**src/rtl/sensor_scan_seq.sv**
```systemverilog
module sensor_scan_seq #(
  parameter int N_CH      = 4,
  parameter int CNT_W     = 4,
  parameter int SETUP_CYC = 10,
  parameter int WIN_LEN   = 3,
  parameter logic [CNT_W-1:0] CODE_CLR   = 4'd6,
  parameter logic [CNT_W-1:0] CODE_WIN   = 4'd9,
  parameter logic [CNT_W-1:0] CODE_SHIFT = 4'd5,
  parameter logic [CNT_W-1:0] CODE_SCLR  = 4'd10
) (
  input  logic            clk,
  input  logic            rst,
  input  logic [N_CH-1:0] sens_i,
  output logic            clr_cnt_o,
  output logic            win_mark_o,
  output logic            shift_go_o,
  output logic            shift_clr_o,
  output logic [N_CH-1:0] en_o,
  output logic [((N_CH > 1) ? $clog2(N_CH) : 1)-1:0] ch_o,
  output logic            pulse_o
);
  localparam int CH_W   = (N_CH > 1) ? $clog2(N_CH) : 1;
  localparam int HOLD_W = $clog2(SETUP_CYC + 1);
  localparam int WIN_W  = $clog2(WIN_LEN + 1);

  logic [CNT_W-1:0]  phase;
  logic [HOLD_W-1:0] hold;
  logic              armed;
  logic              live;
  logic [WIN_W-1:0]  win;
  logic [N_CH-1:0]   s1, s2, s3, rise;

  assign armed = (hold == HOLD_W'(SETUP_CYC));

  always_ff @(posedge clk) begin
    if (rst) begin
      phase <= '0;
      hold  <= '0;
    end else begin
      phase <= phase + 1'b1;
      if (!armed) hold <= hold + 1'b1;
    end
  end

  always_ff @(posedge clk) begin
    if (rst) begin
      clr_cnt_o   <= 1'b0;
      win_mark_o  <= 1'b0;
      shift_go_o  <= 1'b0;
      shift_clr_o <= 1'b0;
    end else begin
      clr_cnt_o   <= armed && (phase == CODE_CLR);
      win_mark_o  <= armed && (phase == CODE_WIN);
      shift_go_o  <= armed && (phase == CODE_SHIFT);
      shift_clr_o <= armed && (phase == CODE_SCLR);
    end
  end

  always_ff @(posedge clk) begin
    if (rst) begin
      ch_o <= '0;
      live <= 1'b0;
      win  <= '0;
    end else begin
      if (clr_cnt_o) ch_o <= ch_o + 1'b1;
      if (win_mark_o) live <= 1'b1;
      else if (clr_cnt_o) live <= 1'b0;
      if (win_mark_o) win <= WIN_W'(WIN_LEN);
      else if (win != '0) win <= win - 1'b1;
    end
  end

  always_ff @(posedge clk) begin
    if (rst) begin
      s1 <= '0;
      s2 <= '0;
      s3 <= '0;
    end else begin
      s1 <= sens_i;
      s2 <= s1;
      s3 <= s2;
    end
  end

  assign rise = s2 & ~s3;

  for (genvar i = 0; i < N_CH; i++) begin : g_en
    assign en_o[i] = live && (ch_o == CH_W'(i));
  end

  assign pulse_o = (win != '0) && rise[ch_o];

  a_r2_holdoff: assert property (@(posedge clk) disable iff (rst)
    !armed |=> !(clr_cnt_o || win_mark_o || shift_go_o || shift_clr_o));
  a_r4_one_wide: assert property (@(posedge clk) disable iff (rst)
    (clr_cnt_o || win_mark_o || shift_go_o || shift_clr_o) |=>
      !($past(clr_cnt_o) && clr_cnt_o) && !($past(win_mark_o) && win_mark_o));
  a_r4_exclusive: assert property (@(posedge clk) disable iff (rst)
    $countones({clr_cnt_o, win_mark_o, shift_go_o, shift_clr_o}) <= 1);
  a_r5_ch_step: assert property (@(posedge clk) disable iff (rst)
    clr_cnt_o |=> ch_o == $past(ch_o) + 1'b1);
  a_r5_ch_hold: assert property (@(posedge clk) disable iff (rst)
    !clr_cnt_o |=> $stable(ch_o));
  a_r6_en_onehot: assert property (@(posedge clk) disable iff (rst)
    $onehot0(en_o));
  a_r6_en_off: assert property (@(posedge clk) disable iff (rst)
    clr_cnt_o |=> en_o == '0);
  a_r8_window_open: assert property (@(posedge clk) disable iff (rst)
    win_mark_o |=> win == WIN_W'(WIN_LEN));
endmodule

```
**config.mk**
```make
export PLATFORM = sky130hd
export DESIGN_NAME = sensor_scan_seq
export DESIGN_NICKNAME = d
export VERILOG_FILES = /design/src/rtl/sensor_scan_seq.sv
export SDC_FILE = /design/constraint.sdc
export NUM_CORES = 1
export LEC_CHECK = 0
export ABC_AREA = 1
export BUFFER_PORTS_ARGS = -buffer_cell sky130_fd_sc_hd__buf_4
export CORE_UTILIZATION = 49
export CTS_CLUSTER_SIZE = 25
export DETAILED_ROUTE_END_ITERATION = 10
export HOLD_SLACK_MARGIN = 0.05
export PLACE_DENSITY = 0.73
export SETUP_SLACK_MARGIN = 0.5
export SLEW_MARGIN = 20
export SYNTH_ARGS = -nofsm -noshare
export SYNTH_HDL_FRONTEND = slang
export SYNTH_SLANG_ARGS = --single-unit
```
**constraint.sdc**
```tcl
create_clock -name clk -period 1 [get_ports clk]
set_input_delay 0.1 -clock clk [delete_from_list [all_inputs] [get_ports clk]]
set_output_delay 0.1 -clock clk [all_outputs]
set_load 0.01 [all_outputs]
```
Yosys cells after proc, flatten, opt, wreduce, memory -nomap -nowiden
Index checks and enable logic that the tools add are counted.
{ "classes": {"n_eq_ne": 8, "reduce_logical": 13, "n_bitwise": 2, "add_sub_neg": 4, "n_lt_le_gt_ge": 1, "muxes": 6} }
{ "ops": {"columns": ["op", "count"], "rows": [
  ["== test 4 bit (second input constant)", 3],
  ["logical AND 1 bit", 9],
  ["adder 4 x 1 -> 4 bit (second input constant)", 2],
  ["== test 4 x 3 -> 1 bit (second input constant)", 2],
  ["nonzero test 2 bit", 3],
  ["bitwise AND 4 bit", 1],
  ["== test 2 bit (second input constant)", 2],
  ["two-way mux 2 bit", 2],
  ["NOT 4 bit", 1],
  ["< comparator 2 x 3 -> 1 bit (second input constant)", 1],
  ["two-way mux 1 bit", 3],
  ["adder 2 x 1 -> 2 bit (second input constant)", 1],
  ["binary-select mux 1 bit (select 2 bit)", 1],
  ["== test 2 x 1 -> 1 bit (second input constant)", 1],
  ["logical NOT 2 bit", 1],
  ["subtractor 2 x 1 -> 2 bit (second input constant)", 1]
]} }
{ "totals": {"out_inout_bits": 11, "wordCells": 46, "register_bits": 29, "in_bits": 6} }

Longest topological paths before layout
{ "logic_depth": {"ltp_word": 5, "mapped_depth": 6, "ltp_nobuf": 6} }

Least setup slack after synthesis
Ideal clock, no wire load.
{ "synth_timing": {"kind": "reg-to-reg", "startpoint": "register ch_o[0] (netlist name)", "endpoint": "register ch_o[1] (netlist name)", "path_slack_ps": -145, "period_less_slack_ps": 1145, "setup_time_ps": 119, "t_required_ps": 881, "path_buffers": 0, "t_arrival_ps": 1025, "stages_incl_launch_ff": 5, "path_cell_list": "dfxtp_1 -> inv_2 -> ha_1 -> o21ai_0 -> a21oi_1"} }
{ "synth_between": {"elab_chain_len": 1} }
{ "synth_lines": {"columns": ["element", "line", "text"], "rows": [
  ["start: declaration", "19", "output logic [((N_CH > 1) ? $clog2(N_CH) : 1)-1:0] ch_o,"],
  ["start signal: assignment", "65", "if (clr_cnt_o) ch_o <= ch_o + 1'b1;"],
  ["adder 2 x 1 -> 2 bit", "65", null]
]} }
Every way passes these cells.
A chain may end at the register's enable or synchronous reset.

Worst setup path after layout
{ "layout_timing": {"startpoint": "register ch_o[0] (netlist name)", "endpoint": "output pulse_o"} }
{ "layout_between": {"elab_chain_len": 3} }
{ "layout_lines": {"columns": ["element", "line", "text"], "rows": [
  ["binary-select mux 1 bit (select 2 bit)", "91", "assign pulse_o = (win != '0) && rise[ch_o];"],
  ["two-way mux 1 bit (not written as such)", "91", null],
  ["logical AND 1 bit", "91", null],
  ["end: declaration", "20", "output logic pulse_o"]
]} }
Every way passes these cells. The select of a mux whose other input is x is not followed.

==> flow_summary_export.csv <==
group,metric,value,unit
worst_setup_path,path_cells,"nor2_2, nand2_1, nand3_1, nand2_2, nor2_2, buf_4",
worst_setup_path,cp.required,900,ps
finish,syn2layout_area_growth,55.1,%
logic_synthesis,synth.top_cell.area_share,50.1,%
timing,fin_hold_ws,-28.9,ps
power,power.density,1570,mW/mm^2
global_routing,use_met1,19.5,%
cts,cts_buffers,5,
finish,diodes,0,
global_routing,grt.total_usage,20.4,%
worst_setup_path,cp_slowest_cell,"dfxtp_4",
logic_synthesis,syn-num-nets,157,
cts,cts_tree,"built",
logic_synthesis,syn_area,0.00116,mm^2
place,hpwl,1340,um
cts,root_buffer,"clkbuf_4",
floorplanning,die-area,0.00256,mm^2
global_routing,grt-ovfl-total,0,
global_routing,grt_pass1_wl,3750,um
hold_path,hp-class,"primary input to flip-flop",
logic_synthesis,ys_seq_area_share,50.1,%
worst_setup_path,cp-start-kind,"flip-flop",
timing,finalSetupViolCount,8,
logic_synthesis,synth_area_leader_cell,"dfxtp_1",
routing,wl_per_cell,11.9,um
routing,route.detailed.drc,0,
timing,rsz0062_at_grt,"true",
worst_setup_path,cp-end-kind,"output port",
cts,clk_path_buf_depth,2,
timing,min_period,1340,ps
logic_synthesis,synthTopCellsByCount,"inv_1, dfxtp_1, nor2_1, nand2_1, ha_1",
logic_synthesis,syn_avg_cell_area,8.22,um^2
worst_setup_path,path_class,"flip-flop to output port",
worst_setup_path,cp_slowest_stage_delay,400,ps
finish,fin_cells,202,
floorplanning,die_h,50.6,um
timing,fin_crit_sh,134,%
global_routing,met3_usage,9.70,%
timing,setup_slack,-339,ps
cts,clock_latency,330,ps
routing,wl,2400,um
power,p_leak,0.792,nW
floorplanning,core_area,0.00221,mm^2
floorplanning,die_x,50.6,um
global_routing,first_global_vias,961,
floorplanning,num_rows,17,
run_status,violations,"hold timing, setup timing",
logic_synthesis,ys_types,16,
logic_synthesis,synthFlopType,"dfxtp_1",
timing,clock_skew,10.7,ps
logic_synthesis,synthArstFlopShare,0,%
cts,path_clk_slew,90,ps
run_status,status,"complete, but fails checks",
logic_synthesis,yosysMostFrequentCell,"inv_1",
logic_synthesis,synth.area.top_cells,"dfxtp_1, ha_1, inv_1",
routing,vias,958,
routing,antenna_left,0,
logic_synthesis,synth_edf_count,0,
timing,worst_pin_slew,255,ps
run,drv_cap,0,
routing,dr.first_iter.drc_count,4,
global_routing,grt.met2_usage,36.0,%
global_routing,grt_max_degree,20,
timing,slew_headroom,83.0,%
timing,report.final.slew_viol_count,0,
floorplanning,start_util,52.4,%
place,port_buffers,16,
logic_synthesis,synth.ff_latch_count,29,
routing,via_per_inst,4.74,
routing,dr.pass1.iters,2,
logic_synthesis,syn-instance-count,141,
finish,nets,189,
power,ir_drop,1.33,mV
worst_setup_path,cpMostUsedCell,"nor2_2",
worst_setup_path,cp.buffers_inverters,1,
place,place.gp.congestion,0.739,
global_routing,top_usage_layer,"met2",
logic_synthesis,yosysWarnings,0,
timing,fin_tns_setup,-1490,ps
worst_setup_path,path_delay_family,"flip-flops",
place,placed_cells,183,
cts,h-tree-depth,2,
timing,hold_violations,4,
timing,fmax,747,MHz
worst_setup_path,cp_data_arrival_time,1240,ps
finish,layout-drive-gt1-share,63.8,%
cts,cts.sinks,29,
floorplanning,ios,17,
global_routing,antenna_found_initial,0,
worst_setup_path,critPathMaxFanout,7,
[worst register-to-register path, stage by stage (launching register included)]
cell and delay [ps]:
dfxtp_2 350, inv_2 40, ha_4 180, buf_6 110, nand2_2 50, inv_2 30, o21ai_1 110, inv_1 50
[kinds of logic after synthesis]
logic type	after synthesis	share of synthesized area [%]
fa+ha+maj	10	10.8
flops	29	50.1
xor+xnor	2	1.51
simple gates	51	19.4
compound gates	14	6.05
buf+inv	35	12.1
[final cells by class]
type / count / area, um^2
flip-flops and latches: 29 / 617
repair buffers: 27 / 248
inverters: 33 / 151
multi-input cells: 77 / 676
fillers: 134 / 415
clock inverters: 1 / 5.00
well taps: 28 / 35.0
clock buffers: 7 / 65.1
[path summary, 6_finish.rpt]
path,end,depth (start not counted),slack (ps),startpoint
worst max-delay path,pulse_o,6,-340,ch_o[0]$_SDFFE_PP0P_
worst min-delay path,s1[3]$_SDFF_PP0_,3,-30,sens_i[3]
worst max register to register,win[1]$_SDFFE_PP0P_,7,-20,win[1]$_SDFFE_PP0P_
worst min register to register,s2[1]$_SDFF_PP0_,2,400,s1[1]$_SDFF_PP0_
[power breakdown]
group,total (mW),internal [mW],leakage [nW],switching [mW]
Sequential,1.31,1.23,0.246,0.0789
Combinational,0.705,0.374,0.505,0.331
Clock,0.796,0.407,0.0413,0.389
[placed cells by master, fill, tap and decap left out, drive strengths merged]
cell / count
o21ai: 7
nor3: 2
dfxtp: 29
ha: 10
nand3: 6
inv: 33
clkinv: 1
xnor2: 2
or2: 1
nand3b: 1
clkbuf: 7
nor2: 27
a21oi: 7
buf: 27
nand2: 14
[sequential cells by signal (all words and copies together), names as in the netlist]
register	flops
phase	4
s1	4
clr_cnt_o	1
ch_o	2
s2	4
shift_go_o	1
live	1
shift_clr_o	1
s3	4
win	2
win_mark_o	1
hold	4
[repair_timing]
item | 4_1_cts | 5_1_grt
endpoints found under the hold margin | 4 | 4
cloned | 0 | 0
resized for setup | 42 | 29
pin swaps | 13 | 11
setup buffers | 8 | 3
endpoints found under the setup margin | 31 | 35
[layer usage]
| metal | wire length [um] | vias up |
|---|---|---|
| met2 | 1260 | 18 |
| met1 | 1010 | 445 |
| met4 | 42 | 0 |
| met3 | 85 | 5 |
| met5 | 0 | - |
| li1 | - | 490 |
[metrics by stage]
step	total power, mW	util, %	hold WS [ps]	area, um^2	worst slack (ps)
2_1_floorplan	1.62	-	207	1260	96.8
3_3_place_gp	1.68	62.9	299	1390	67.0
3_5_place_dp	1.71	62.9	309	1390	3.60
4_1_cts	2.68	75.4	-37.3	1670	-329
5_1_grt	2.96	81.2	-43.1	1800	-409
6_report	2.81	81.2	-28.9	1800	-339
No activity file was read; power rests on OpenSTA's default activity.
